<file path="src/rtl/prescaler_pkg.sv">
package prescaler_pkg;
  localparam int CODE_W    = 4;
  localparam int MAX_SHIFT = 8;
  localparam int SHIFT_W   = $clog2(MAX_SHIFT + 1);
  localparam int CNT_W     = MAX_SHIFT;
  typedef logic [CODE_W-1:0]  code_t;
  typedef logic [SHIFT_W-1:0] shift_t;
endpackage

</file>
<file path="src/rtl/presc_code_map.sv">
module presc_code_map
  import prescaler_pkg::*;
(
  input  code_t  code,
  input  logic   rc_mode,
  output shift_t shift
);
  localparam code_t ALL_ONES = '1;

  always_comb begin
    if (rc_mode) begin
      // RC source: top code is the fastest point, others sit one step slower
      if (code == ALL_ONES)
        shift = '0;
      else if (int'(code) >= MAX_SHIFT - 1)
        shift = shift_t'(MAX_SHIFT);
      else
        shift = shift_t'(int'(code) + 1);
    end else begin
      if (int'(code) > MAX_SHIFT)
        shift = shift_t'(MAX_SHIFT);
      else
        shift = shift_t'(code);
    end
  end
endmodule

</file>
<file path="src/rtl/presc_div_core.sv">
module presc_div_core
  import prescaler_pkg::*;
(
  input  logic   clk,
  input  logic   rst_n,
  input  shift_t target_shift,
  output logic   div_q
);
  logic [CNT_W-1:0] cnt_q;
  logic [CNT_W-1:0] half_m1;
  shift_t           shift_q;
  logic             wrap;

  // phase length 2^shift; at full shift the one-hot wraps to zero and the
  // subtraction yields all ones, which is the right terminal count
  always_comb begin
    half_m1 = ({{(CNT_W-1){1'b0}}, 1'b1} << shift_q) - {{(CNT_W-1){1'b0}}, 1'b1};
    wrap    = (cnt_q == half_m1);
  end

  always_ff @(posedge clk or negedge rst_n) begin
    if (!rst_n) begin
      cnt_q   <= '0;
      div_q   <= 1'b0;
      shift_q <= '0;
    end else if (wrap) begin
      cnt_q <= '0;
      div_q <= ~div_q;
      // safe point: a high phase ends here, a whole old period is done
      if (div_q) shift_q <= target_shift;
    end else begin
      cnt_q <= cnt_q + 1'b1;
    end
  end

  // the active shift moves only together with a falling output edge
  p_shift_at_fall_r4: assert property (@(posedge clk) disable iff (!rst_n)
    (shift_q != $past(shift_q)) |-> ($past(div_q) && !div_q));

  // mid-phase counting never disturbs the output level
  p_no_midphase_toggle_r4: assert property (@(posedge clk) disable iff (!rst_n)
    (cnt_q != '0) |-> $stable(div_q));

  // output held low throughout reset
  p_low_in_reset_r5: assert property (@(posedge clk)
    !rst_n |-> !div_q);
endmodule

</file>
<file path="src/rtl/presc_pad_mux.sv">
module presc_pad_mux (
  input  logic fuse,
  input  logic div_clk,
  input  logic gpio_val,
  output logic pad
);
  // deliberately not gated by reset: the fuse override holds at all times
  always_comb pad = fuse ? div_clk : gpio_val;
endmodule

</file>
<file path="src/rtl/sysclk_prescaler.sv">
module sysclk_prescaler
  import prescaler_pkg::*;
(
  input  logic              clk_2x,
  input  logic              rst_n,
  input  logic              code_wr_en,
  input  logic [CODE_W-1:0] code_wr_data,
  input  logic              rc_src_sel,
  input  logic              clkout_fuse,
  input  logic              pin_gpio_out,
  output logic              clk_cpu,
  output logic              clk_io,
  output logic              clk_adc,
  output logic              clk_flash,
  output logic              pin_clkout,
  output logic              nvm_prog_block
);
  code_t  code_q;
  shift_t target_shift;
  logic   div_clk;

  always_ff @(posedge clk_2x or negedge rst_n) begin
    if (!rst_n)          code_q <= '0;
    else if (code_wr_en) code_q <= code_wr_data;
  end

  presc_code_map u_map (
    .code    (code_q),
    .rc_mode (rc_src_sel),
    .shift   (target_shift)
  );

  presc_div_core u_core (
    .clk          (clk_2x),
    .rst_n        (rst_n),
    .target_shift (target_shift),
    .div_q        (div_clk)
  );

  presc_pad_mux u_pad (
    .fuse     (clkout_fuse),
    .div_clk  (div_clk),
    .gpio_val (pin_gpio_out),
    .pad      (pin_clkout)
  );

  // one waveform fans out to every synchronous domain
  always_comb begin
    clk_cpu   = div_clk;
    clk_io    = div_clk;
    clk_adc   = div_clk;
    clk_flash = div_clk;
  end

  always_comb nvm_prog_block = rc_src_sel && (code_q == '1);

  // a strobed write lands in the register on the next edge
  p_code_load_r8: assert property (@(posedge clk_2x) disable iff (!rst_n)
    code_wr_en |=> (code_q == $past(code_wr_data)));

  // without a strobe the stored code holds
  p_code_hold_r8: assert property (@(posedge clk_2x) disable iff (!rst_n)
    !code_wr_en |=> $stable(code_q));
endmodule

</file>
<file path="config.mk">
export PLATFORM = sky130hd
export DESIGN_NAME = sysclk_prescaler
export DESIGN_NICKNAME = d
export VERILOG_FILES = /design/src/rtl/prescaler_pkg.sv /design/src/rtl/presc_code_map.sv /design/src/rtl/presc_div_core.sv /design/src/rtl/presc_pad_mux.sv /design/src/rtl/sysclk_prescaler.sv
export SDC_FILE = /design/constraint.sdc
export NUM_CORES = 1
export LEC_CHECK = 0
export BUFFER_PORTS_ARGS = -buffer_cell sky130_fd_sc_hd__buf_2
export CORE_MARGIN = 1
export CORE_UTILIZATION = 50
export CTS_BUF_LIST = sky130_fd_sc_hd__clkbuf_4 sky130_fd_sc_hd__clkbuf_8 sky130_fd_sc_hd__clkbuf_16
export DETAILED_ROUTE_END_ITERATION = 10
export GPL_TIMING_DRIVEN = 0
export MAX_ROUTING_LAYER = met4
export PLACE_DENSITY = 0.8
export SLEW_MARGIN = 5
export SYNTH_ARGS = -nofsm -noshare
export SYNTH_HDL_FRONTEND = slang
export SYNTH_SLANG_ARGS = --single-unit
</file>
<file path="constraint.sdc">
create_clock -name clk_2x -period 6.65 [get_ports clk_2x]
set_clock_uncertainty 0.05 [all_clocks]
set_input_delay 0.665 -clock clk_2x [delete_from_list [all_inputs] [get_ports clk_2x]]
set_output_delay 0.665 -clock clk_2x [all_outputs]
set_load 0.1 [all_outputs]
</file>
## Word level (Yosys, flattened, before mapping)

Cells that the tools add are included.

- Register bits after elaboration: 17
- Input port bits: 10
- Output and inout bits: 6
- Word-level logic and storage cells: 21

- $add $sub $neg: 3
- Order comparisons: 2
- Equality and inequality tests: 2
- Shift operators: 1
- Muxes and demuxes: 6
- Bitwise operators: 1
- Reduce and logical (&&, ||, !) cells: 2

Operators by type and width:

| kind | number |
|---|---|
| 2-to-1 mux 4 bit | 4 |
| adder 8 x 1 -> 8 bit, second input constant | 1 |
| == test 8 bit | 1 |
| 2-to-1 mux 8 bit | 1 |
| << shifter 1 x 4 -> 8 bit, first input constant | 1 |
| subtractor 8 x 1 -> 8 bit, second input constant | 1 |
| adder 4 x 1 -> 4 bit, second input constant | 1 |
| == test 4 bit, second input constant | 1 |
| greater-or-equal comparator 4 x 3 -> 1 bit, second input constant | 1 |
| > comparator 4 bit, second input constant | 1 |
| AND reduction 2 bit | 1 |
| logical AND 1 bit | 1 |
| 2-to-1 mux 1 bit | 1 |
| inverter 1 bit | 1 |

## Depth between registers and ports, before layout

Gate-level depths: netlist (run 1).

- Depth in word-level cells: 4
- Mapped depth: 9
- Gate-level depth less buffers: 8

## Cells and area by module

Synthesis (run 1) repeated with hierarchy kept, for this count alone.

- Cell total of the unflattened synthesis: 104
- Area total of the unflattened synthesis: 1101.1 µm²

Modules (own cells, without submodules):

| module | instances | cells an instance | area each (µm²) | seq. area each (µm²) |
|---|---|---|---|---|
| presc_div_core | 1 | 73 | 790.8 | 325.3 |
| sysclk_prescaler | 1 | 14 | 180.2 | 100.1 |
| presc_code_map | 1 | 16 | 115.1 | 0.0 |
| presc_pad_mux | 1 | 1 | 15.0 | 0.0 |

## Worst setup path before layout (run 1)

No wires, ideal clock.

- Path type: input port to output port
- Start point: input port rc_src_sel
- End point: output port nvm_prog_block
- Arrival time: 1.994 ns
- Data required time: 5.935 ns
- Slack: 3.941 ns
- Cell stages on the path: 2
- Buffers on the path: 0
- Path through: nand3_1 > nor2_1

- Cells in the longest elaborated chain, start to end: 1

Ends and longest elaborated chain:

| what | line | source |
|---|---|---|
| start: declaration | sysclk_prescaler.sv:8 | `input logic rc_src_sel,` |
| logical AND 1 bit | sysclk_prescaler.sv:55 | `always_comb nvm_prog_block = rc_src_sel && (code_q == '1);` |
| end: declaration | sysclk_prescaler.sv:16 | `output logic nvm_prog_block` |

No other way between the ends.

## Final worst setup path (run 1)

- Start point: register u_core.shift_q[0]
- End point: register u_core.shift_q[3]

- Cells in the longest elaborated chain, start to end: 4

Ends and longest elaborated chain:

| what | line | source |
|---|---|---|
| start: declaration | presc_div_core.sv:11 | `shift_t shift_q;` |
| start signal: assignment | presc_div_core.sv:30 | `if (div_q) shift_q <= target_shift;` |
| << shifter 1 x 4 -> 8 bit | presc_div_core.sv:17 | `half_m1 = ({{(CNT_W-1){1'b0}}, 1'b1} << shift_q) - {{(CNT_W-1){1'b0}}, 1'b1};` |
| subtractor 8 x 1 -> 8 bit | presc_div_core.sv:17 |  |
| == test 8 bit | presc_div_core.sv:18 | `wrap = (cnt_q == half_m1);` |
| AND reduction 2 bit (no source line) | - |  |

No other way between the ends.
A chain may end at the register's enable or synchronous reset.

==> results of run 1 <==
path summary, 6_finish.rpt:
| path | startpoint | cells after the start | endpoint | slack, ns |
|---|---|---|---|---|
| min in group clk_2x | code_wr_data[3] | 3 | code_q[3] | 0.51 |
| worst max-delay path | u_core.shift_q[0] | 7 | u_core.shift_q[3] | 3.82 |
| worst min register to register | u_core.cnt_q[0] | 1 | u_core.cnt_q[0] | 0.52 |
| max in group asynchronous | rst_n | 1 | code_q[1] | 6.07 |
| worst max register to register | u_core.shift_q[0] | 7 | u_core.shift_q[3] | 3.82 |
| worst min-delay path | rst_n | 1 | u_core.div_q | 0.21 |
cell usage after synthesis, types with 2 or more instances:
library cell,count,area share [%]
xnor2_1,7,5.5
mux2_2,5,5.0
buf_4,3,2.0
nand4_1,2,1.1
o21ai_0,4,1.8
a21oi_1,5,2.2
o21bai_1,2,1.3
nor2_1,13,4.3
inv_1,4,1.3
dfrtp_1,17,38
nor3_1,2,0.89
nand3_1,5,2.2
nand2_1,13,4.3
o31ai_1,3,2.0
xor2_1,6,4.7
buf_6,2,2.0
ha_1,4,4.5
state kept, by name (all words and copies together), names as in the netlist:
name and flops:
u_core.cnt_q 8, code_q 4, u_core.div_q 1, u_core.shift_q 4
critical path, cell delays in order (launching register included):
cell	delay, ns
dfrtp_1	0.48
or4_4	0.56
ha_1	0.27
nor3_1	0.20
o2111a_1	0.29
a211oi_4	0.08
nor4_4	0.40
mux2_2	0.38
per-layer routing:
metal / part of all wire, % / GRT usage, % / vias to the layer above / wire [µm]
met4: 2.5 / 11.4 / 0 / 51
li1: - / - / 439 / -
met1: 46 / 26.6 / 418 / 938
met5: 0 / - / - / 0
met2: 50 / 32.0 / 13 / 1020
met3: 2.1 / 2.80 / 5 / 44
per-stage QoR:
stage	hold slack [ns]	worst slack (ns)	util [%]	std cells
after floorplan	0.319	3.94	-	115
after global placement	0.506	3.89	60.3	157
after detailed placement	0.517	3.82	60.3	157
after CTS	0.212	3.79	61.6	161
after global routing	0.232	3.60	61.6	161
final	0.210	3.82	61.6	161
kinds of logic after synthesis:
family / synth area share (%)
simple gates: 22.1
fa+ha+maj: 4.46
buf+inv: 7.02
compound gates: 13.4
mux: 5.02
flops: 37.9
xor+xnor: 10.1
layout make-up:
cell class / instances / area [µm²]
Fill cell: 185 / 783
Tap cell: 27 / 33.8
Sequential cell: 17 / 425
Timing Repair Buffer: 15 / 75.1
Clock inverter: 1 / 5.00
Multi-Input combinational cell: 87 / 618
Clock buffer: 3 / 22.5
Buffer: 7 / 63.8
Inverter: 4 / 15.0
report_power, final:
group	leakage, nW	internal, W	switching (W)	total [W]
clock	0.0177	0.0000225	0.0000346	0.0000570
sequential	0.207	0.000135	0.0000386	0.000174
combinational	0.353	0.000106	0.000190	0.000296
==> run summary, run 1 <==
* **start-to-end type of the worst setup path** register to register
* **classification of the worst-slack hold path** input pin to asynchronous set/reset pin
* **per-cell via count in the routed design** 5.43
* **Die H** 49.4 µm
* **GRT Total Usage** 20.9%
* **leak pwr** 0.578 nW
* **CTS H-tree lvls** 1
* **final critical path time including I/O delays and setup** 2.83 ns
* **Crit. End Element** register
* **Period Utilization, post-route** 42.5%
* **number of iterations in the first detailed-routing pass** 4
* **Diodes inserted** 0
* **critical path fanouts, max** 8
* **count of mapped cells out of synthesis** 115
* **run status** complete, no violations
* **number of flops mapped to enable cells by yosys** 0
* **DP HPWL** 1.56 mm
* **post-CTS setup-driven buffer insertion count** 0
* **Antenna Nets Post-Route** 0
* **worst supply voltage drop on vdd** 0.339 mV
* **share of layout cells above drive strength 1** 29.1%
* **cts bufs inserted** 3
* **Tot Pwr** 0.000526 W
* **Synthesized Nets** 129
* **number of port buffers** 15
* **Total Neg Setup Slack** 0 ns
* **post-synthesis cell type count** 35
* **routability congestion estimate from global placement** 0.873
* **TritonCTS clock tree** built
* **hold-fix buffer count after cts** 0
* **area after detailed placement** 1230 µm²
* **Worst-path clk slew** 0.10 ns
* **num ports** 16
* **Max Freq** 353 MHz
* **initial antenna violation count** 0
* **initial core utilization** 55.0%
* **via count** 875
* **largest net degree at the start of global routing** 18
* **vias in the first global route** 813
* **max_cap viols** 0
* **core footprint** 2040 µm²
* **P&R area growth vs syn** 12.2%
* **Total Wirelength** 2.06 mm
* **synthesized area per cell** 9.76 µm²
* **root buffer cell** clkbuf_4
* **endpoint arrival time on the critical path** 2.98 ns
* **overflow left after global routing** 0
* **share of async-settable or async-resettable flops after synthesis** 100%
* **sink count of the clock tree** 17
* **Synth Cell Area** 1120 µm²
* **die area** 2440 µm²
* **transition at the pin with the smallest max-transition slack** 0.485 ns
* **initial DRC count** 13
* **final-stage net count** 149
* **Req. time, crit path** 6.80 ns
* **Finished Cell Area** 1260 µm²
* **number of endpoints failing setup at the final stage** 0
* **endpoints failing hold** 0
* **post-detailed-route DRC marker count** 0
* **Worst-Skew Late Latency** 0.30 ns
* **CTS max path bufs** 2
* **Max transition margin** 67.9%
* **# resized after CTS** 0
* **die boundary width** 49.4 µm
* **total number of yosys warnings** 0
* **number of synthesized register bits** 17
* **pwr/cell area** 418 nW/µm²
* **RSZ-0062 raised after global routing** no
* **commonest non-fill, non-tap cell in the layout** dfrtp_1
* **first-pass GRT wire length** 3.66 mm
* **launching element type of the critical path** register
* **per-cell routed wire length** 12.8 µm
* **site row count** 16
* **highest-count cells in the layout ignoring fill and taps** 17 x dfrtp_1, 15 x buf_2, 13 x nand2_1, 13 x nor2_1, 7 x xnor2_1
* **ys flop type** dfrtp_1
* **max-slew violations** 0
* **register area share after synthesis** 37.9%
No activity file was read; power rests on OpenSTA's default activity.
==> run 2, diff against run 1 <==
==> constraint.sdc (replaced) <==
create_clock -name clk_2x -period 2.8 [get_ports clk_2x]
set_clock_uncertainty 0.05 [all_clocks]
set_input_delay 0.28 -clock clk_2x [delete_from_list [all_inputs] [get_ports clk_2x]]
set_output_delay 0.28 -clock clk_2x [all_outputs]
set_load 0.1 [all_outputs]
==> run summary, run 2 (synthesis results as in run 1) <==
* **max-slew violations** 0
* **number of placed instances, taps included** 157
* **cts bufs inserted** 3
* **Max transition margin** 67.9%
* **relative contribution of combinational cells to total power** 57.0%
* **per-cell via count in the routed design** 5.41
* **CTS max path bufs** 2
* **DP HPWL** 1.56 mm
* **start-to-end type of the worst setup path** register to register
* **Worst-path clk slew** 0.10 ns
* **TritonCTS clock tree** built
* **GRT Total Usage** 20.9%
* **part of the total power dissipated in sequential elements** 32.4%
* **net load switching power** 0.000631 W
* **leak pwr** 0.586 nW
* **Period Utilization, post-route** 95.7%
* **site row count** 16
* **via count** 882
* **critical path fanouts, max** 8
* **endpoints failing hold** 0
* **commonest non-fill, non-tap cell in the layout** dfrtp_1
* **Top Registers** u_core.cnt_q (8), code_q (4), u_core.shift_q (4)
* **max reg flops** 8
* **initial antenna violation count** 0
* **first-pass GRT wire length** 3.68 mm
* **max_cap viols** 0
* **register ranked first by flip-flop count** u_core.cnt_q
* **launching element type of the critical path** register
* **Total Wirelength** 2.07 mm
* **Net Sw Frac** 49.4%
* **largest net degree at the start of global routing** 18
* **initial DRC count** 9
* **Die H** 49.4 µm
* **worst supply voltage drop on vdd** 0.807 mV
* **power share of the clock group** 10.6%
* **Worst-Skew Late Latency** 0.30 ns
* **number of endpoints failing setup at the final stage** 0
* **overflow left after global routing** 0
* **number of iterations in the first detailed-routing pass** 4
* **CP max-delay cell** or4_4
* **Max Freq** 373 MHz
* **root buffer cell** clkbuf_4
* **P&R area growth vs syn** 14.5%
* **Tot Pwr** 0.00128 W
* **classification of the worst-slack hold path** input pin to register
* **per-cell routed wire length** 12.7 µm
* **critical path's largest stage delay** 0.55 ns
* **post-layout utilization of the core** 62.9%
* **non-filler cells, final** 163
* **CTS H-tree lvls** 1
* **final-stage net count** 151
* **internal power** 0.000645 W
* **worst-path cell chain** or4_4, ha_2, xor2_1, xnor2_1, nand3_1, nor4_4, mux2_2
* **core footprint** 2040 µm²
* **Total Neg Setup Slack** 0 ns
* **Crit. End Element** register
* **final critical path time including I/O delays and setup** 2.68 ns
* **die area** 2440 µm²
* **num ports** 16
* **Req. time, crit path** 2.95 ns
* **number of port buffers** 15
* **routability congestion estimate from global placement** 0.873
* **transition at the pin with the smallest max-transition slack** 0.485 ns
* **die boundary width** 49.4 µm
* **sink count of the clock tree** 17
* **post-detailed-route DRC marker count** 0
* **Antenna Nets Post-Route** 0
* **run status** complete, no violations
* **share of layout cells above drive strength 1** 31.6%
* **initial core utilization** 55.0%
* **Diodes inserted** 0
* **vias in the first global route** 817
* **endpoint arrival time on the critical path** 2.83 ns
* **pwr/cell area** 994 nW/µm²
* **highest-count cells in the layout ignoring fill and taps** 16 x dfrtp_1, 15 x buf_2, 13 x nand2_1, 13 x nor2_1, 7 x xnor2_1
-- run 2: cell count changes in the layout (fill, tap and decap cells not counted), sizes merged --
cell	previous run	this run
dlygate4sd3	0	1
buf	20	21
-- run 2: final timing paths --
kind	from	to	slack [ns]	cells past startpoint
max reg2reg	u_core.shift_q[0]	u_core.shift_q[3]	0.12	7
min reg2reg	u_core.cnt_q[0]	u_core.cnt_q[0]	0.52	1
max	u_core.shift_q[0]	u_core.shift_q[3]	0.12	7
max in group asynchronous	rst_n	u_core.shift_q[0]	2.04	2
min	code_wr_data[3]	code_q[3]	0.12	3
min in group asynchronous	rst_n	u_core.div_q	0.36	2
-- run 2: stage by stage --
step           worst slack, ns  hold slack [ns]  cell area (µm²)
6_report                 0.119            0.123             1280
5_1_grt                -0.0186            0.137             1280
4_1_cts                 0.0231            0.115             1270
3_5_place_dp           -0.0340            0.170             1230
3_3_place_gp            0.0428            0.161             1230
2_1_floorplan            0.154          -0.0656             1120
-- run 2: area by class of cell --
cell class	count	area [µm²]
fillers	182	757
multi-input cells	87	626
flip-flops and latches	17	427
repair buffers	17	92.6
plain buffers	7	63.8
well taps	27	33.8
clock buffers	3	22.5
inverters	4	15.0
clock inverters	1	5.00
-- run 2: critical path, delay by kind of cell, from the launching register on --
| family | cells | cell delay [ns] |
|---|---|---|
| DFF | 1 | 0.48 |
| muxes | 1 | 0.38 |
| and+or+nand+nor | 3 | 1.05 |
| xor gates and xnor gates | 2 | 0.38 |
| adders and majority gates | 1 | 0.24 |
-- run 2: metal layers --
metal / wire [µm] / vias up / track usage, % / share of wire [%]
met2: 1010 / 9 / 32.0 / 49
met4: 51 / 0 / 11.4 / 2.5
met3: 33 / 5 / 2.80 / 1.6
met1: 978 / 426 / 26.8 / 47
met5: 0 / - / - / 0
li1: - / 442 / - / -
-- run 2: power by group through the flow --
stage	Combinational, W	Sequential (W)	Clock [W]
detailed placement	0.000701	0.000415	0
global placement	0.000680	0.000412	0
global route	0.000791	0.000425	0.000151
floorplan	0.000565	0.000434	0
CTS	0.000707	0.000411	0.000142
finish	0.000727	0.000414	0.000136
-- run 2: timing repair --
action	4_1_cts	5_1_grt
hold endpoints to repair	17	0
hold buffers	1	0
gates cloned	0	0
gates resized for setup	1	2
pin swaps	1	2
setup endpoints to repair	4	4
setup buffers	0	1
